[config.mk]
export PLATFORM = sky130hd
export DESIGN_NAME = vtg_top
export DESIGN_NICKNAME = d
export VERILOG_FILES = /design/src/rtl/vtg_pkg.sv /design/src/rtl/vtg_regs.sv /design/src/rtl/vtg_axis.sv /design/src/rtl/vtg_out.sv /design/src/rtl/vtg_top.sv
export SDC_FILE = /design/constraint.sdc
export NUM_CORES = 1
export LEC_CHECK = 0
export BUFFER_PORTS_ARGS = -buffer_cell sky130_fd_sc_hd__buf_2
export CAP_MARGIN = 10
export CELL_PAD_IN_SITES_DETAIL_PLACEMENT = 0
export CELL_PAD_IN_SITES_GLOBAL_PLACEMENT = 1
export CORE_ASPECT_RATIO = 0.8
export CORE_MARGIN = 8
export CORE_UTILIZATION = 40
export CTS_CLUSTER_DIAMETER = 150
export DETAILED_ROUTE_END_ITERATION = 7
export PLACE_DENSITY = 0.71
export SYNTH_ARGS = -nofsm -noshare
export SYNTH_HDL_FRONTEND = slang
export SYNTH_SLANG_ARGS = --single-unit
[constraint.sdc]
create_clock -name clk -period 8.1 [get_ports clk]
set_clock_uncertainty 0.1 [all_clocks]
set_input_delay 0.405 -clock clk [delete_from_list [all_inputs] [get_ports clk]]
set_output_delay 0.405 -clock clk [all_outputs]
set_load 0.005 [all_outputs]
[src/rtl/vtg_pkg.sv]
package vtg_pkg;

  typedef enum logic [3:0] {
    A_H_ACT  = 4'd0,
    A_H_FP   = 4'd1,
    A_H_SYNC = 4'd2,
    A_H_BP   = 4'd3,
    A_V_ACT  = 4'd4,
    A_V_FP   = 4'd5,
    A_V_SYNC = 4'd6,
    A_V_BP   = 4'd7,
    A_POL    = 4'd8,
    A_CMD    = 4'd9,
    A_IMASK  = 4'd10,
    A_ISTAT  = 4'd11
  } reg_addr_e;

  typedef struct packed {
    logic data;
    logic de;
    logic vs;
    logic hs;
  } pol_t;

  localparam int SEGS = 4;

endpackage

[src/rtl/vtg_regs.sv]
module vtg_regs
  import vtg_pkg::*;
#(
  parameter int CW = 12
) (
  input  logic                    clk,
  input  logic                    rst,
  input  logic                    wr_en,
  input  logic [3:0]              wr_addr,
  input  logic [CW-1:0]           wr_data,
  input  logic                    frame_load,
  input  logic                    stat_set,
  output logic [SEGS-1:0][CW-1:0] h_len,
  output logic [SEGS-1:0][CW-1:0] v_len,
  output pol_t                    pol,
  output logic                    run,
  output logic                    imask,
  output logic                    stat
);

  logic [SEGS-1:0][CW-1:0] h_sh, v_sh;
  pol_t                    pol_sh;
  logic                    clr_hit;

  assign clr_hit = wr_en && (wr_addr == A_ISTAT) && wr_data[0];

  // shadow copies, written by software at any time
  always_ff @(posedge clk) begin
    if (rst) begin
      h_sh   <= '0;
      v_sh   <= '0;
      pol_sh <= 4'hF;
      run    <= 1'b0;
      imask  <= 1'b0;
    end else if (wr_en) begin
      if (wr_addr[3:2] == 2'b00) h_sh[wr_addr[1:0]] <= wr_data;
      if (wr_addr[3:2] == 2'b01) v_sh[wr_addr[1:0]] <= wr_data;
      if (wr_addr == A_POL)   pol_sh <= wr_data[3:0];
      if (wr_addr == A_CMD)   run    <= wr_data[0];
      if (wr_addr == A_IMASK) imask  <= wr_data[0];
    end
  end

  // working copies, refreshed only at a frame boundary or while idle
  always_ff @(posedge clk) begin
    if (rst) begin
      h_len <= '0;
      v_len <= '0;
      pol   <= 4'hF;
    end else if (frame_load) begin
      h_len <= h_sh;
      v_len <= v_sh;
      pol   <= pol_sh;
    end
  end

  always_ff @(posedge clk) begin
    if (rst)           stat <= 1'b0;
    else if (stat_set) stat <= 1'b1;
    else if (clr_hit)  stat <= 1'b0;
  end

endmodule

[src/rtl/vtg_axis.sv]
module vtg_axis
  import vtg_pkg::*;
#(
  parameter int CW = 12
) (
  input  logic                    clk,
  input  logic                    rst,
  input  logic                    adv,
  input  logic                    hold,
  input  logic [SEGS-1:0][CW-1:0] len,
  output logic [CW-1:0]           cnt,
  output logic                    last,
  output logic                    in_act,
  output logic                    in_sync,
  output logic                    first,
  output logic                    sync_first
);

  localparam int SW = CW + 2;

  logic [SW-1:0] e_act, e_slo, e_shi, e_last, c;

  assign c = SW'(cnt);

  always_comb begin
    e_act  = SW'(len[0]) + SW'(1);
    e_slo  = SW'(len[0]) + SW'(len[1]) + SW'(2);
    e_shi  = e_slo + SW'(len[2]) + SW'(1);
    e_last = e_shi + SW'(len[3]);
  end

  assign last       = (c == e_last);
  assign in_act     = (c < e_act);
  assign in_sync    = (c >= e_slo) && (c < e_shi);
  assign first      = (cnt == '0);
  assign sync_first = (c == e_slo);

  always_ff @(posedge clk) begin
    if (rst || hold) cnt <= '0;
    else if (adv)    cnt <= last ? '0 : cnt + CW'(1);
  end

endmodule

[src/rtl/vtg_out.sv]
module vtg_out
  import vtg_pkg::*;
#(
  parameter int CW = 12,
  parameter int DW = 8
) (
  input  logic          clk,
  input  logic          rst,
  input  logic          run,
  input  logic [1:0]    act,
  input  logic [1:0]    sync,
  input  logic [CW-1:0] hc,
  input  logic [CW-1:0] vc,
  input  pol_t          pol,
  input  logic [DW-1:0] pixel_in,
  output logic          hsync,
  output logic          vsync,
  output logic          de,
  output logic [DW-1:0] pixel_out,
  output logic [CW-1:0] pix_x,
  output logic [CW-1:0] pix_y
);

  logic          de_raw, hs_raw, vs_raw;
  logic [DW-1:0] pix_d;

  assign de_raw = run & act[0] & act[1];
  assign hs_raw = run & sync[0];
  assign vs_raw = run & sync[1];

  always_comb begin
    if (de_raw) pix_d = pol.data ? pixel_in : ~pixel_in;
    else        pix_d = pol.data ? '0 : '1;
  end

  always_ff @(posedge clk) begin
    if (rst) begin
      hsync     <= 1'b0;
      vsync     <= 1'b0;
      de        <= 1'b0;
      pixel_out <= '0;
      pix_x     <= '0;
      pix_y     <= '0;
    end else begin
      hsync     <= ~(hs_raw ^ pol.hs);
      vsync     <= ~(vs_raw ^ pol.vs);
      de        <= ~(de_raw ^ pol.de);
      pixel_out <= pix_d;
      pix_x     <= run ? hc : '0;
      pix_y     <= run ? vc : '0;
    end
  end

endmodule

[src/rtl/vtg_top.sv]
module vtg_top
  import vtg_pkg::*;
#(
  parameter int CW = 12,
  parameter int DW = 8
) (
  input  logic          clk,
  input  logic          rst,
  input  logic          wr_en,
  input  logic [3:0]    wr_addr,
  input  logic [CW-1:0] wr_data,
  input  logic [DW-1:0] pixel_in,
  output logic          hsync,
  output logic          vsync,
  output logic          de,
  output logic [DW-1:0] pixel_out,
  output logic [CW-1:0] pix_x,
  output logic [CW-1:0] pix_y,
  output logic          irq,
  output logic          irq_raw
);

  localparam int AXES = 2;

  logic [SEGS-1:0][CW-1:0] h_len, v_len;
  logic [SEGS-1:0][CW-1:0] ax_len [AXES];
  logic [CW-1:0]           ax_cnt [AXES];
  logic [AXES-1:0]         ax_adv, ax_last, ax_act, ax_sync, ax_first, ax_sfirst;
  pol_t                    pol;
  logic                    run, imask, frame_load, stat_set;

  assign ax_len[0]  = h_len;
  assign ax_len[1]  = v_len;
  assign ax_adv[0]  = run;
  assign ax_adv[1]  = run & ax_last[0];
  assign frame_load = ~run | (ax_last[0] & ax_last[1]);
  assign stat_set   = run & ax_first[0] & ax_sfirst[1];

  vtg_regs #(.CW(CW)) u_regs (
    .clk(clk), .rst(rst), .wr_en(wr_en), .wr_addr(wr_addr), .wr_data(wr_data),
    .frame_load(frame_load), .stat_set(stat_set),
    .h_len(h_len), .v_len(v_len), .pol(pol), .run(run), .imask(imask), .stat(irq_raw)
  );

  for (genvar a = 0; a < AXES; a++) begin : g_axis
    vtg_axis #(.CW(CW)) u_axis (
      .clk(clk), .rst(rst), .adv(ax_adv[a]), .hold(~run), .len(ax_len[a]),
      .cnt(ax_cnt[a]), .last(ax_last[a]), .in_act(ax_act[a]), .in_sync(ax_sync[a]),
      .first(ax_first[a]), .sync_first(ax_sfirst[a])
    );
  end

  vtg_out #(.CW(CW), .DW(DW)) u_out (
    .clk(clk), .rst(rst), .run(run), .act(ax_act), .sync(ax_sync),
    .hc(ax_cnt[0]), .vc(ax_cnt[1]), .pol(pol), .pixel_in(pixel_in),
    .hsync(hsync), .vsync(vsync), .de(de), .pixel_out(pixel_out),
    .pix_x(pix_x), .pix_y(pix_y)
  );

  assign irq = irq_raw & imask;

endmodule

Yosys cells after proc, flatten, opt, wreduce, memory -nomap -nowiden
Cells that the tools add are included.
W data, S select, Z words.
{ "word_totals": {"wordCells": 109, "ff_bits": 262, "output_inout_bits": 37, "in_bits": 27} }
{ "op_classes": {"n_reduce_logical": 15, "bitwise": 18, "eq_ne": 8, "n_lt_le_gt_ge": 8, "muxes": 11, "addsub": 14} }
{ "op_table": {"columns": ["operator", "count"], "rows": [
  ["$bwmux W48", 2],
  ["$add A14 B12 Y14", 4],
  ["$lt A12 B14 Y1", 4],
  ["$eq A12 B14 Y1", 3],
  ["$mux W12", 3],
  ["$add A14 B1 Y14 const B", 2],
  ["$add A14 B2 Y14 const B", 2],
  ["$ge A12 B14 Y1", 2],
  ["$add A12 B1 Y13 const B", 2],
  ["$add A12 B12 Y13", 2],
  ["$add A12 B1 Y12 const B", 2],
  ["$demux W12 S2", 1],
  ["$mux W8", 3],
  ["$eq A4 B4 Y1 const B", 4],
  ["$logic_not A12 Y1", 1],
  ["$reduce_and A2 Y1", 5],
  ["$and A1 B1 Y1", 9],
  ["$not A8 Y8", 1],
  ["$logic_and A1 B1 Y1", 5],
  ["$not A1 Y1", 4],
  ["$lt A2 B3 Y1 const B", 1],
  ["$xor A1 B1 Y1", 3],
  ["$eq A2 B1 Y1 const B", 1],
  ["$ge A2 B1 Y1 const B", 1],
  ["6 further kinds", 7]
]} }

Longest topological paths before layout
Gate-level depths: netlist of run 1.
{ "depth": {"depth_word": 9, "ltp_mapped": 29, "mapped_depth_nobuf": 27} }

By module
Synthesis of run 1 repeated with hierarchy kept, for this count alone.
{ "hier_totals": {"cells_unflattened": 1750, "hier_area_um2": 16144.2} }
{ "by_module_without_submodules": {"columns": ["module", "cells_per_inst", "area_each_um2", "instances"], "rows": [
  ["vtg_regs", 703, 7721.2, 1],
  ["vtg_axis at g_axis[1].u_axis", 483, 3712.3, 1],
  ["vtg_axis at g_axis[0].u_axis", 465, 3540.9, 1],
  ["vtg_out", 94, 1134.8, 1],
  ["vtg_top", 5, 35.0, 1]
]} }

Worst setup path after synthesis of run 1
Ideal clock, no wire load.
{ "synth_timing": {"path_kind": "register -> register", "start": "reg u_regs.h_len[0] in the netlist's numbering", "end": "reg, netlist name u_regs.pol[0]", "t_required_ns": 7.880, "slack_ns": 2.098, "arrival_ns": 5.782, "synth_period_minus_slack_ns": 6.002, "path_stages_with_launch": 29, "path_cell_list": "dfxtp_1 -> ha_1 -> inv_1 -> fa_1 -> and2b_1 -> o22ai_1 -> xnor2_1 -> nand3_2 -> nor4_4 -> xor2_1 -> ha_1 -> and2_1 -> o211a_1 -> a41o_1 -> nor3b_1 -> xnor2_1 -> ha_1 -> o21ai_0 -> a31o_2 -> o41a_1 -> nand3_1 -> mux2_1 -> nand4_1 -> o32a_1 -> buf_2 -> o21a_1 -> buf_6 -> buf_12 -> mux2i_1"} }
{ "synth_between": {"elab_chain_len": 8} }
{ "synth_lines": {"columns": ["element", "line_no", "rtl"], "rows": [
  ["from (decl)", "vtg_regs.sv:13", "output logic [SEGS-1:0][CW-1:0] h_len,"],
  ["from (signal assigned)", "vtg_regs.sv:51", "h_len <= h_sh;"],
  ["$add A12 B12 Y13", "vtg_axis.sv:27", "e_slo = SW'(len[0]) + SW'(len[1]) + SW'(2);"],
  ["$add A14 B2 Y14", "vtg_axis.sv:27", null],
  ["$add A14 B12 Y14", "vtg_axis.sv:28", "e_shi = e_slo + SW'(len[2]) + SW'(1);"],
  ["$add A14 B1 Y14", "vtg_axis.sv:28", null],
  ["$add A14 B12 Y14", "vtg_axis.sv:29", "e_last = e_shi + SW'(len[3]);"],
  ["$eq A12 B14 Y1", "vtg_axis.sv:32", "assign last = (c == e_last);"],
  ["$and A1 B1 Y1", "vtg_top.sv:36", "assign frame_load = ~run | (ax_last[0] & ax_last[1]);"],
  ["$or A1 B1 Y1", "vtg_top.sv:36", null]
]} }
No other way between the ends.
A chain may end at the register's enable or synchronous reset.

Final worst setup path of run 1
{ "layout_timing": {"start": "reg u_regs.v_len[0] in the netlist's numbering", "end": "reg u_regs.h_len[23] in the netlist's numbering"} }
{ "layout_between": {"elab_chain_len": 8} }
{ "layout_lines": {"columns": ["element", "line_no", "rtl"], "rows": [
  ["from (decl)", "vtg_regs.sv:14", "output logic [SEGS-1:0][CW-1:0] v_len,"],
  ["from (signal assigned)", "vtg_regs.sv:52", "v_len <= v_sh;"],
  ["$add A12 B12 Y13", "vtg_axis.sv:27", null],
  ["$add A14 B2 Y14", "vtg_axis.sv:27", null],
  ["$add A14 B12 Y14", "vtg_axis.sv:28", null],
  ["$add A14 B1 Y14", "vtg_axis.sv:28", null],
  ["$add A14 B12 Y14", "vtg_axis.sv:29", null],
  ["$eq A12 B14 Y1", "vtg_axis.sv:32", null],
  ["$and A1 B1 Y1", "vtg_top.sv:36", null],
  ["$or A1 B1 Y1", "vtg_top.sv:36", null]
]} }
No other way between the ends.

==> impl_metrics.sql, run 1 <==
INSERT INTO impl_metrics (metric_group, metric, value, unit) VALUES
('critical_path', 'slowest_stage', 'sky130_fd_sc_hd__o21a_4', ''),
('placement', 'dp_slack', '0.523', 'ns'),
('global_route', 'grt_pass1_vias', '12650', ''),
('cts', 'tritoncts_clock_tree', 'done', ''),
('placement', 'place_inst', '2464', ''),
('critical_path', 'timing.critical_path.buf_inv', '4', ''),
('finish', 'area.growth.synth_to_final', '8.98', '%'),
('finish', 'layout.core_utilization', '0.441', ''),
('detailed_routing', 'drt-pass1-iter-count', '5', ''),
('synth', 'synth_top_cells_by_area', 'sky130_fd_sc_hd__dfxtp_1 31%, sky130_fd_sc_hd__ha_1 11%, sky130_fd_sc_hd__mux2i_1 9.6%', ''),
('critical_path', 'worstRegToRegCells', '25', ''),
('detailed_routing', 'route.detailed.wl_per_inst', '17.5', 'um'),
('finish', 'seqCellArea', '5250', 'um2'),
('critical_path', 'cp_data_arrival_time', '7.74', 'ns'),
('power', 'power_density', '147', 'nW/um2'),
('critical_path', 'timing.critical_path.to_type', 'flop', ''),
('power', 'power_leakage', '7.44', 'nW'),
('placement', 'post-dp-hpwl', '33000', 'um'),
('detailed_routing', 'vias', '13337', ''),
('critical_path', 'worst_setup_path_start_kind', 'flop', ''),
('flow_run', 'max_cap_viol_count', '0', ''),
('critical_path', 'timing.critical_path.mode_cell', 'sky130_fd_sc_hd__ha_1', ''),
('floorplanning', 'core_area', '41900', 'um2'),
('global_route', 'grt_pass1_wl', '69500', 'um'),
('hold_path', 'hold_depth', '3', ''),
('run_status', 'status', 'completed', ''),
('synth', 'main_combinational_cell_family_by_area_after_synthesis', 'simple AND/OR/NAND/NOR gates', ''),
('critical_path', 'cp_num_cells', '25', ''),
('sta', 'hold-worst-slack', '0.0241', 'ns'),
('detailed_routing', 'via_per_inst', '5.30', ''),
('synth', 'yosys.area_share.adder', '0.115', ''),
('cts', 'clkSinkCount', '262', ''),
('placement', 'postPlaceCellArea', '17600', 'um2'),
('synth', 'post_synth_instance_area', '17000', 'um2'),
('synth', 'syn-num-nets', '2114', ''),
('finish', 'final_common_cell', 'sky130_fd_sc_hd__dfxtp_1', ''),
('sta', 'worst_rel_slew_slack', '0.306', ''),
('detailed_routing', 'drtIter0Drc', '877', ''),
('detailed_routing', 'route.antenna.remaining_nets', '0', ''),
('synth', 'post_synth_inst_count', '1934', ''),
('power', 'power.ir.vdd_worst', '138', 'uV'),
('detailed_routing', 'post-route-drc-count', '0', ''),
('synth', 'synth_largest_area_cell', 'sky130_fd_sc_hd__dfxtp_1', ''),
('critical_path', 'critical_path.max_stage_delay', '0.60', 'ns'),
('finish', 'instances_no_fill', '2518', ''),
('synth', 'synth-simple-area-share', '0.225', ''),
('detailed_routing', 'routed_wirelength', '44000', 'um'),
('sta', 'fmax', '136', 'MHz'),
('synth', 'muxShareOfSynthArea', '0.0982', ''),
('synth', 'seq_area_frac_synth', '0.309', ''),
('synth', 'synthesis.area_per_instance', '8.78', 'um2'),
('critical_path', 'reg2reg_from', 'u_regs.v_len[0]', ''),
('cts', 'cts_root_buffer', 'sky130_fd_sc_hd__clkbuf_16', ''),
('cts', 'htreeDepth', '1', ''),
('global_route', 'grt_remaining_overflow', '0', ''),
('placement', 'port-buffer-count', '63', ''),
('floorplanning', 'starting_density_of_the_core', '0.405', ''),
('synth', 'synth_top_flop_cell', 'sky130_fd_sc_hd__dfxtp_1', ''),
('synth', 'post_synth_xor_area_fraction', '0.0629', ''),
('finish', 'mostFrequentLayoutCells', '262 x sky130_fd_sc_hd__dfxtp_1, 213 x sky130_fd_sc_hd__nand2b_1, 162 x sky130_fd_sc_hd__mux2i_1', ''),
('cts', 'cts_inserted_buffers', '29', ''),
('finish', 'insertedDiodeCount', '0', ''),
('synth', 'synth-warning-count', '0', ''),
('global_route', 'largest_net_degree_at_the_start_of_global_routing', '217', ''),
('critical_path', 'cpLargestDelayFamily', 'compound AO/OA/AOI/OAI gates', ''),
('global_route', 'grt_use_total', '0.172', ''),
('floorplanning', 'top_level_ports', '64', ''),
('sta', 'grt_setup_unrepaired', 'false', ''),
('sta', 'period_needed', '7.36', 'ns'),
('critical_path', 'worst-r2r-setup-slack', '0.74', 'ns'),
('global_route', 'antenna_found_initial', '1', '');
==> layout make-up <==
class | instances | share of cell area
inverter | 80 | 0.0162
sequential | 262 | 0.284
timing repair buffer | 77 | 0.0241
tap | 552 | 0.0373
clock inverter | 7 | 0.00473
multi-input combinational | 1497 | 0.590
clock buffer | 43 | 0.0442
==> kinds of logic after synthesis <==
logic type,after synthesis
adder cells (fa/ha/maj),153
flip-flops,262
multiplexers,166
buffers and inverters,176
AO/OA/AOI/OAI,345
XOR/XNOR,121
AND/OR/NAND/NOR,711
==> sequential cells by signal, indices dropped and copies added (netlist names) <==
signal and count:
u_regs.imask 1, u_regs.run 1, u_regs.pol 4, u_regs.v_len 48, u_out.pix_y 12, g_axis.u_axis.cnt 24
u_regs.stat 1, u_out.vsync 1, u_regs.pol_sh 4, u_out.pixel_out 8, u_regs.h_sh 48, u_out.pix_x 12
u_regs.h_len 48, u_out.hsync 1, u_regs.v_sh 48, u_out.de 1
==> where the power goes <==
group / total (mW) / internal [mW] / switching (mW)
logic: 0.146 / 0.0580 / 0.0876
clock network: 1.27 / 0.733 / 0.538
registers: 1.31 / 1.30 / 0.00865
==> worst min path at each step <==
| stage | from | endpoint | slack, ns |
|---|---|---|---|
| 2_1_floorplan | u_regs.pol_sh[0] | u_regs.pol_sh[0] | 0.34 |
| 6_report | pixel_in[1] | u_out.pixel_out[1] | 0.02 |
| 3_5_place_dp | u_regs.h_sh[17] | u_regs.h_sh[17] | 0.35 |
| 3_3_place_gp | u_regs.h_sh[30] | u_regs.h_sh[30] | 0.34 |
| 4_1_cts | pixel_in[1] | u_out.pixel_out[1] | 0.0004 |
| 5_1_grt | pixel_in[1] | u_out.pixel_out[1] | 0.01 |
==> worst register-to-register path, delay by kind of cell (launching register included) <==
family | cells | cell delay [ns]
buf+inv | 4 | 0.86
simple gates | 3 | 0.79
fa+ha+maj | 5 | 1.66
xor+xnor | 4 | 0.68
flops | 1 | 0.43
compound gates | 8 | 2.50
mux | 1 | 0.27
==> repair_timing <==
item,CTS,global route
endpoints found under the setup margin,0,49
hold endpoints to repair,3,0
buffers inserted,0,0
hold buffers,3,0
==> cell usage after synthesis (all sizes together), types with 4 or more instances <==
master,count
a211o,7
a211oi,12
a21boi,8
a21o,42
a21oi,94
a22o,6
a31oi,11
and2,46
and3,25
buf,22
clkbuf,74
dfxtp,262
fa,6
ha,147
inv,80
mux2,4
mux2i,162
nand2,134
nand2b,213
nand3,46
nand3b,7
nand4,23
nor2,133
nor2b,15
nor3,20
nor3b,4
nor4,5
nor4b,9
o2111ai,4
o211ai,15
o21a,49
o21ai,51
o22ai,4
o31a,4
or2,4
or3,13
or4,5
xnor2,63
xor2,58
==> per-layer routing <==
layer / vias to the layer above / global-route usage / part of all wire
li1: 6747 / - / -
met1: 6279 / 0.271 / 0.55
met2: 261 / 0.241 / 0.38
met3: 50 / 0.0289 / 0.050
met4: 0 / 0.0317 / 0.018
met5: - / 0 / 0
(Power assumes the default switching activity.)
==> run 2, diff against run 1 <==
Settings changed: ABC_AREA set to 1, BUFFER_PORTS_ARGS -buffer_cell sky130_fd_sc_hd__buf_2 to not set, DONT_BUFFER_PORTS set to 1, HOLD_SLACK_MARGIN set to 0.06, PLACE_DENSITY 0.71 to 0.73.
==> impl_metrics.sql, run 2 <==
INSERT INTO impl_metrics (metric_group, metric, value, unit) VALUES
('synth', 'post_synth_instance_area', '17100', 'um2'),
('critical_path', 'timing.critical_path.to_type', 'flop', ''),
('cts', 'htreeDepth', '1', ''),
('synth', 'synth.top_cell.area_share', '0.307', ''),
('critical_path', 'path_max_fanout', '56', ''),
('sta', 'report.final.setup_viol', '0', ''),
('floorplanning', 'die-height', '201', 'um'),
('hold_path', 'hold_end', 'u_regs.v_len[33]', ''),
('power', 'total_power', '2.86', 'mW'),
('power', 'share_seq_of_total_power', '0.464', ''),
('cts', 'clkSinkCount', '262', ''),
('synth', 'post_synth_inst_count', '2571', ''),
('finish', 'mostFrequentLayoutCells', '461 x sky130_fd_sc_hd__nand2_1, 386 x sky130_fd_sc_hd__inv_1, 384 x sky130_fd_sc_hd__nor2_1', ''),
('finish', 'area.growth.synth_to_final', '8.60', '%'),
('critical_path', 'worst_setup_path_start_kind', 'flop', ''),
('cts', 'clk_slew_on_worst_s_h_paths', '0.06', 'ns'),
('flow_run', 'max_cap_viol_count', '0', ''),
('sta', 'period_needed', '6.83', 'ns'),
('sta', 'final_critical_path_setup_slack', '1.27', 'ns'),
('power', 'p_comb_frac', '0.085', ''),
('global_route', 'antenna_found_initial', '4', ''),
('placement', 'post-dp-hpwl', '37800', 'um'),
('synth', 'synth_edf_count', '0', ''),
('synth', 'synth_cell_types', '41', ''),
('critical_path', 'timing.setup.critical_path_class', 'reg2reg', ''),
('finish', 'post_route_cells_drive_above_1_share', '0.0420', ''),
('synth', 'synth_top_cells_by_area', 'sky130_fd_sc_hd__dfxtp_1 31%, sky130_fd_sc_hd__ha_1 11%, sky130_fd_sc_hd__nand2_1 10%', ''),
('sta', 'grt_setup_unrepaired', 'false', ''),
('sta', 'hold-worst-slack', '0.159', 'ns'),
('detailed_routing', 'via_per_inst', '5.08', ''),
('global_route', 'grt_pass1_vias', '14609', ''),
('detailed_routing', 'route.antenna.remaining_nets', '0', ''),
('placement', 'port-buffer-count', '0', ''),
('critical_path', 'cp_data_arrival_time', '7.12', 'ns'),
('sta', 'timing.setup.tns', '0', 'ns'),
('floorplanning', 'top_level_ports', '64', ''),
('synth', 'synthesized_flop_and_latch_total', '262', ''),
('global_route', 'grt_remaining_overflow', '0', ''),
('detailed_routing', 'drt-pass1-iter-count', '5', ''),
('hold_path', 'timing.hold.worst.start', 'rst', ''),
('placement', 'dp_slack', '1.34', 'ns'),
('cts', 'cts_inserted_buffers', '27', ''),
('sta', 'least_margin_pin_slew', '1.06', 'ns'),
('critical_path', 'worstRegToRegCells', '35', ''),
('floorplanning', 'core_area', '42000', 'um2'),
('detailed_routing', 'routed_wirelength', '51700', 'um'),
('detailed_routing', 'vias', '15767', ''),
('synth', 'synth-warning-count', '0', ''),
('placement', 'place_inst', '3032', ''),
('floorplanning', 'starting_density_of_the_core', '0.406', ''),
('critical_path', 'critical_path.max_stage_delay', '0.57', 'ns'),
('synth', 'async_flop_share', '0', ''),
('floorplanning', 'rows', '67', ''),
('global_route', 'largest_net_degree_at_the_start_of_global_routing', '114', ''),
('sta', 'worst_rel_slew_slack', '0.291', ''),
('synth', 'synth_top_flop_cell', 'sky130_fd_sc_hd__dfxtp_1', ''),
('floorplanning', 'die_area', '49600', 'um2'),
('critical_path', 'r2r-end', 'u_regs.pol[1]', ''),
('cts', 'worstSkewPairLatency', '0.55', 'ns'),
('synth', 'synthTopCellsByCount', '461 x sky130_fd_sc_hd__nand2_1, 387 x sky130_fd_sc_hd__inv_1, 384 x sky130_fd_sc_hd__nor2_1', ''),
('placement', 'gp_routability_congestion', '0.891', ''),
('critical_path', 'reg2reg_from', 'u_regs.v_len[0]', ''),
('synth', 'syn-num-nets', '2751', ''),
('global_route', 'grt_pass1_wl', '80800', 'um'),
('synth', 'synthesis.area_per_instance', '6.64', 'um2'),
('sta', 'layout_worst_path_cycle_share', '0.843', ''),
('power', 'intPower', '2.15', 'mW'),
('power', 'power.switching', '0.705', 'mW'),
('finish', 'final_common_cell', 'sky130_fd_sc_hd__nand2_1', ''),
('sta', 'slew_violations', '0', ''),
('floorplanning', 'die-width', '247', 'um'),
('power', 'power.ir.vdd_worst', '133', 'uV'),
('finish', 'instances_no_fill', '3103', ''),
('sta', 'finalHoldViolCount', '0', ''),
('run_status', 'status', 'completed', ''),
('cts', 'cts_root_buffer', 'sky130_fd_sc_hd__clkbuf_16', ''),
('synth', 'seq_area_frac_synth', '0.307', ''),
('power', 'clock_power_share', '0.451', ''),
('critical_path', 'worst-endpoint-required', '8.39', 'ns'),
('hold_path', 'hold_depth', '3', ''),
('critical_path', 'timing.critical_path.mode_cell', 'sky130_fd_sc_hd__nand2_1', ''),
('finish', 'layout.nets', '2713', ''),
('synth', 'post-synth-top-count-cell', 'sky130_fd_sc_hd__nand2_1', ''),
('critical_path', 'slowest_stage', 'sky130_fd_sc_hd__buf_4', ''),
('global_route', 'grt_use_total', '0.203', ''),
('power', 'power_leakage', '8.47', 'nW'),
('critical_path', 'worst-r2r-setup-slack', '1.27', 'ns'),
('cts', 'tritoncts_clock_tree', 'done', ''),
('detailed_routing', 'post-route-drc-count', '0', ''),
('hold_path', 'timing.hold.worst.class', 'in2reg', ''),
('detailed_routing', 'route.detailed.wl_per_inst', '16.7', 'um'),
('synth', 'synth_largest_area_cell', 'sky130_fd_sc_hd__dfxtp_1', ''),
('cts', 'buffers_from_clock_root_to_sink_at_most', '3', ''),
('detailed_routing', 'drtIter0Drc', '1214', ''),
('power', 'power_density', '154', 'nW/um2'),
('power', 'power.switching_fraction', '0.247', ''),
('sta', 'fmax', '147', 'MHz');
[run 2: power by group through the flow]
stage / clock [mW] / combinational (mW) / sequential [mW]
6_report: 1.29 / 0.242 / 1.33
5_1_grt: 1.36 / 0.276 / 1.33
4_1_cts: 1.32 / 0.241 / 1.33
3_5_place_dp: 0 / 0.214 / 1.35
3_3_place_gp: 0 / 0.210 / 1.35
2_1_floorplan: 0 / 0.178 / 1.35
[run 2: critical path, delay by kind of cell (launching register included)]
kind	cells	cell delay, ns
AOI/OAI and AO/OA	4	0.75
and+or+nand+nor	18	2.30
xor gates and xnor gates	2	0.55
buffers and inverters	6	1.05
DFF	1	0.41
adders and majority gates	5	1.46
[run 2: timing repair]
action                    CTS  global route
hold endpoints to repair  112             0
buffers inserted            0             0
hold buffers               24             0
resized for setup           0             0
[run 2: cell families (layout without fill, tap and decap cells)]
group,after synthesis,count (layout),synth area share
DFF,262,262,0.307
adders and majority gates,153,153,0.115
AOI/OAI and AO/OA,394,394,0.121
other,0,1,0
and+or+nand+nor,1185,1185,0.300
buffers and inverters,493,472,0.113
xor gates and xnor gates,84,84,0.0436
[run 2: per-stage QoR]
step                      area [um2]  utilization
after floorplan                17100            -
after global placement         17400        0.414
after detailed placement       17400        0.414
after CTS                      18500        0.441
after global routing           18500        0.441
final                          18500        0.441
[run 2: final cells by class]
cell class / count / area [um2]
clock buffer: 37 / 773
timing repair buffer: 35 / 323
inverter: 391 / 1470
tap: 552 / 691
fill: 4380 / 23500
sequential: 262 / 5250
multi-input combinational: 1816 / 9890
antenna: 1 / 2.50
clock inverter: 9 / 125
[run 2: worst max path at each step]
| stage | startpoint | end | slack [ns] | cells after the start |
|---|---|---|---|---|
| finish | u_regs.v_len[0] | u_regs.pol[1] | 1.27 | 35 |
| global route | u_regs.v_len[0] | u_regs.pol[1] | 0.42 | 35 |
| CTS | u_regs.v_len[0] | u_regs.pol[2] | 1.30 | 35 |
| detailed placement | u_regs.v_len[0] | u_regs.pol[1] | 1.34 | 35 |
| global placement | u_regs.v_len[0] | u_regs.pol[2] | 1.54 | 35 |
| floorplan | u_regs.h_len[0] | u_regs.v_len[10] | 2.69 | 39 |
[run 2: layer usage]
metal	up-vias	global-route usage	routed length, um
li1	8173	-	-
met5	-	0	28
met1	7169	0.302	26400
met2	341	0.292	20500
met4	4	0.0485	1280
met3	80	0.0440	3450
==> run 3, diff against run 2 <==
Settings changed: PLACE_DENSITY 0.73 to 0.76.
Clock period 8.1 ns to 5.9 ns, I/O delays scaled along.
==> impl_metrics.sql, run 3 (synthesized netlist as in run 2, its figures left out) <==
INSERT INTO impl_metrics (metric_group, metric, value, unit) VALUES
('power', 'intPower', '2.90', 'mW'),
('sta', 'period_needed', '5.60', 'ns'),
('cts', 'clkSinkCount', '262', ''),
('critical_path', 'timing.critical_path.mode_cell', 'sky130_fd_sc_hd__nand2_1', ''),
('floorplanning', 'rows', '67', ''),
('placement', 'post-dp-hpwl', '38100', 'um'),
('finish', 'layout.nets', '2772', ''),
('detailed_routing', 'via_per_inst', '5.11', ''),
('cts', 'cts_root_buffer', 'sky130_fd_sc_hd__clkbuf_16', ''),
('run_status', 'status', 'completed', ''),
('power', 'share_seq_of_total_power', '0.468', ''),
('power', 'p_comb_frac', '0.094', ''),
('global_route', 'grt_pass1_vias', '14736', ''),
('sta', 'fmax', '178', 'MHz'),
('critical_path', 'timing.critical_path.buf_inv', '7', ''),
('global_route', 'antenna_found_initial', '10', ''),
('power', 'power.switching_fraction', '0.255', ''),
('floorplanning', 'core_area', '42000', 'um2'),
('cts', 'buffers_from_clock_root_to_sink_at_most', '3', ''),
('hold_path', 'hold_depth', '4', ''),
('placement', 'port-buffer-count', '0', ''),
('cts', 'worstSkewPairLatency', '0.56', 'ns'),
('critical_path', 'timing.critical_path.to_type', 'flop', ''),
('cts', 'htreeDepth', '1', ''),
('critical_path', 'worst-r2r-setup-slack', '0.30', 'ns'),
('floorplanning', 'top_level_ports', '64', ''),
('global_route', 'grt_use_total', '0.204', ''),
('detailed_routing', 'post-route-drc-count', '0', ''),
('critical_path', 'path_max_fanout', '29', ''),
('critical_path', 'cp_data_arrival_time', '5.95', 'ns'),
('sta', 'least_margin_pin_slew', '1.04', 'ns'),
('power', 'total_power', '3.89', 'mW'),
('placement', 'gp_routability_congestion', '0.880', ''),
('floorplanning', 'starting_density_of_the_core', '0.406', ''),
('floorplanning', 'die-width', '247', 'um'),
('sta', 'layout_worst_path_cycle_share', '0.950', ''),
('finish', 'area.growth.synth_to_final', '14.8', '%'),
('critical_path', 'timing.setup.critical_path_class', 'reg2reg', ''),
('detailed_routing', 'drt-pass1-iter-count', '6', ''),
('power', 'power_density', '199', 'nW/um2'),
('sta', 'finalHoldViolCount', '0', ''),
('sta', 'timing.setup.tns', '0', 'ns'),
('detailed_routing', 'drtIter0Drc', '1282', ''),
('global_route', 'largest_net_degree_at_the_start_of_global_routing', '181', ''),
('critical_path', 'worst-endpoint-required', '6.24', 'ns'),
('finish', 'post_route_cells_drive_above_1_share', '0.0982', ''),
('sta', 'report.final.setup_viol', '0', ''),
('cts', 'cts_inserted_buffers', '28', ''),
('critical_path', 'reg2reg_from', 'u_regs.v_len[0]', ''),
('detailed_routing', 'vias', '16174', ''),
('critical_path', 'critical_path.max_stage_delay', '0.50', 'ns'),
('floorplanning', 'die_area', '49600', 'um2'),
('detailed_routing', 'route.detailed.wl_per_inst', '17.0', 'um'),
('hold_path', 'timing.hold.worst.class', 'in2reg', ''),
('finish', 'mostFrequentLayoutCells', '452 x sky130_fd_sc_hd__nand2_1, 384 x sky130_fd_sc_hd__inv_1, 376 x sky130_fd_sc_hd__nor2_1', ''),
('critical_path', 'slowest_stage', 'sky130_fd_sc_hd__fa_1', ''),
('power', 'power.switching', '0.993', 'mW'),
('critical_path', 'cpLargestDelayFamily', 'simple AND/OR/NAND/NOR gates', ''),
('cts', 'tritoncts_clock_tree', 'done', ''),
('sta', 'slew_violations', '0', ''),
('flow_run', 'max_cap_viol_count', '0', ''),
('floorplanning', 'die-height', '201', 'um'),
('power', 'power_leakage', '8.84', 'nW'),
('cts', 'clk_slew_on_worst_s_h_paths', '0.06', 'ns'),
('critical_path', 'worst_setup_path_start_kind', 'flop', ''),
('global_route', 'grt_remaining_overflow', '0', ''),
('power', 'power.ir.vdd_worst', '202', 'uV'),
('global_route', 'grt_pass1_wl', '81400', 'um'),
('detailed_routing', 'route.antenna.remaining_nets', '0', ''),
('detailed_routing', 'routed_wirelength', '53700', 'um'),
('hold_path', 'timing.hold.worst.start', 'wr_en', ''),
('finish', 'final_common_cell', 'sky130_fd_sc_hd__nand2_1', ''),
('critical_path', 'worstRegToRegCells', '36', ''),
('power', 'clock_power_share', '0.439', ''),
('sta', 'worst_rel_slew_slack', '0.308', ''),
('hold_path', 'hold_end', 'u_regs.pol_sh[2]', ''),
('critical_path', 'r2r-end', 'u_regs.v_len[22]', '');
==> run 3: cell count changes in the layout (fill, tap and decap cells not counted), sizes merged <==
cell         delta
dlygate4sd3     +4
diode           +2
buf            +51
inv             +2
bufinv          -3
clkbuf          +5
clkinvlp        -1
==> run 3: repair_timing <==
action                     4_1_cts  5_1_grt
hold endpoints to repair       116        0
gates cloned                     1        4
gates resized for setup         14      103
setup endpoints to repair      110      124
pin swaps                        7       32
hold buffers                    28        0
setup buffers                    6       14
==> run 3: worst register-to-register path, delay by kind of cell (launching register included) <==
| family | cells | cell delay (ns) |
|---|---|---|
| compound gates | 4 | 0.67 |
| xor+xnor | 2 | 0.47 |
| fa+ha+maj | 5 | 1.50 |
| buf+inv | 7 | 0.77 |
| flops | 1 | 0.38 |
| simple gates | 18 | 1.63 |
==> run 3: cell type report <==
class,instances,area (um2)
repair buffers,93,926
fillers,4333,22400
clock inverters,7,48.8
flip-flops and latches,262,5260
inverters,391,1470
clock buffers,39,823
diodes,3,7.51
multi-input cells,1816,10400
well taps,552,691
==> run 3: routing by layer <==
layer / global-route usage / routed length, um / vias up
met4: 0.0460 / 1330 / 8
met2: 0.288 / 21200 / 396
li1: - / - / 8268
met3: 0.0440 / 3800 / 86
met5: 0 / 55 / -
met1: 0.310 / 27300 / 7416
==> run 3: worst max-delay path by stage <==
stage / startpoint / end / slack (ns) / cells past startpoint
3_5_place_dp: u_regs.v_len[0] / u_regs.pol[1] / -0.27 / 35
4_1_cts: u_regs.v_len[2] / u_regs.pol[0] / 0.006 / 37
6_report: u_regs.v_len[0] / u_regs.v_len[22] / 0.30 / 36
5_1_grt: u_regs.v_len[0] / u_regs.v_len[16] / -0.05 / 33
3_3_place_gp: u_regs.v_len[0] / u_regs.pol[1] / -0.18 / 39
2_1_floorplan: u_regs.h_len[0] / u_regs.v_len[10] / 0.49 / 39
==> run 3: power groups by stage <==
stage                     Sequential [mW]  Clock [mW]  Combinational (mW)
after global routing                 1.82        1.81               0.411
after CTS                            1.82        1.74               0.346
after floorplan                      1.85           0               0.244
after detailed placement             1.86           0               0.305
final                                1.82        1.71               0.365
after global placement               1.86           0               0.298
==> run 3: through the flow <==
stage               instances  hold WS, ns  setup WS (ns)  cell area (um2)  utilization
floorplan                2571        0.264          0.495            17100            -
global placement         3062        0.264         -0.175            17700        0.421
detailed placement       3062        0.266         -0.268            17700        0.421
CTS                      3143       0.0733        0.00612            19000        0.451
global route             3162        0.134        -0.0541            19600        0.466
finish                   3163       0.0993          0.296            19600        0.466
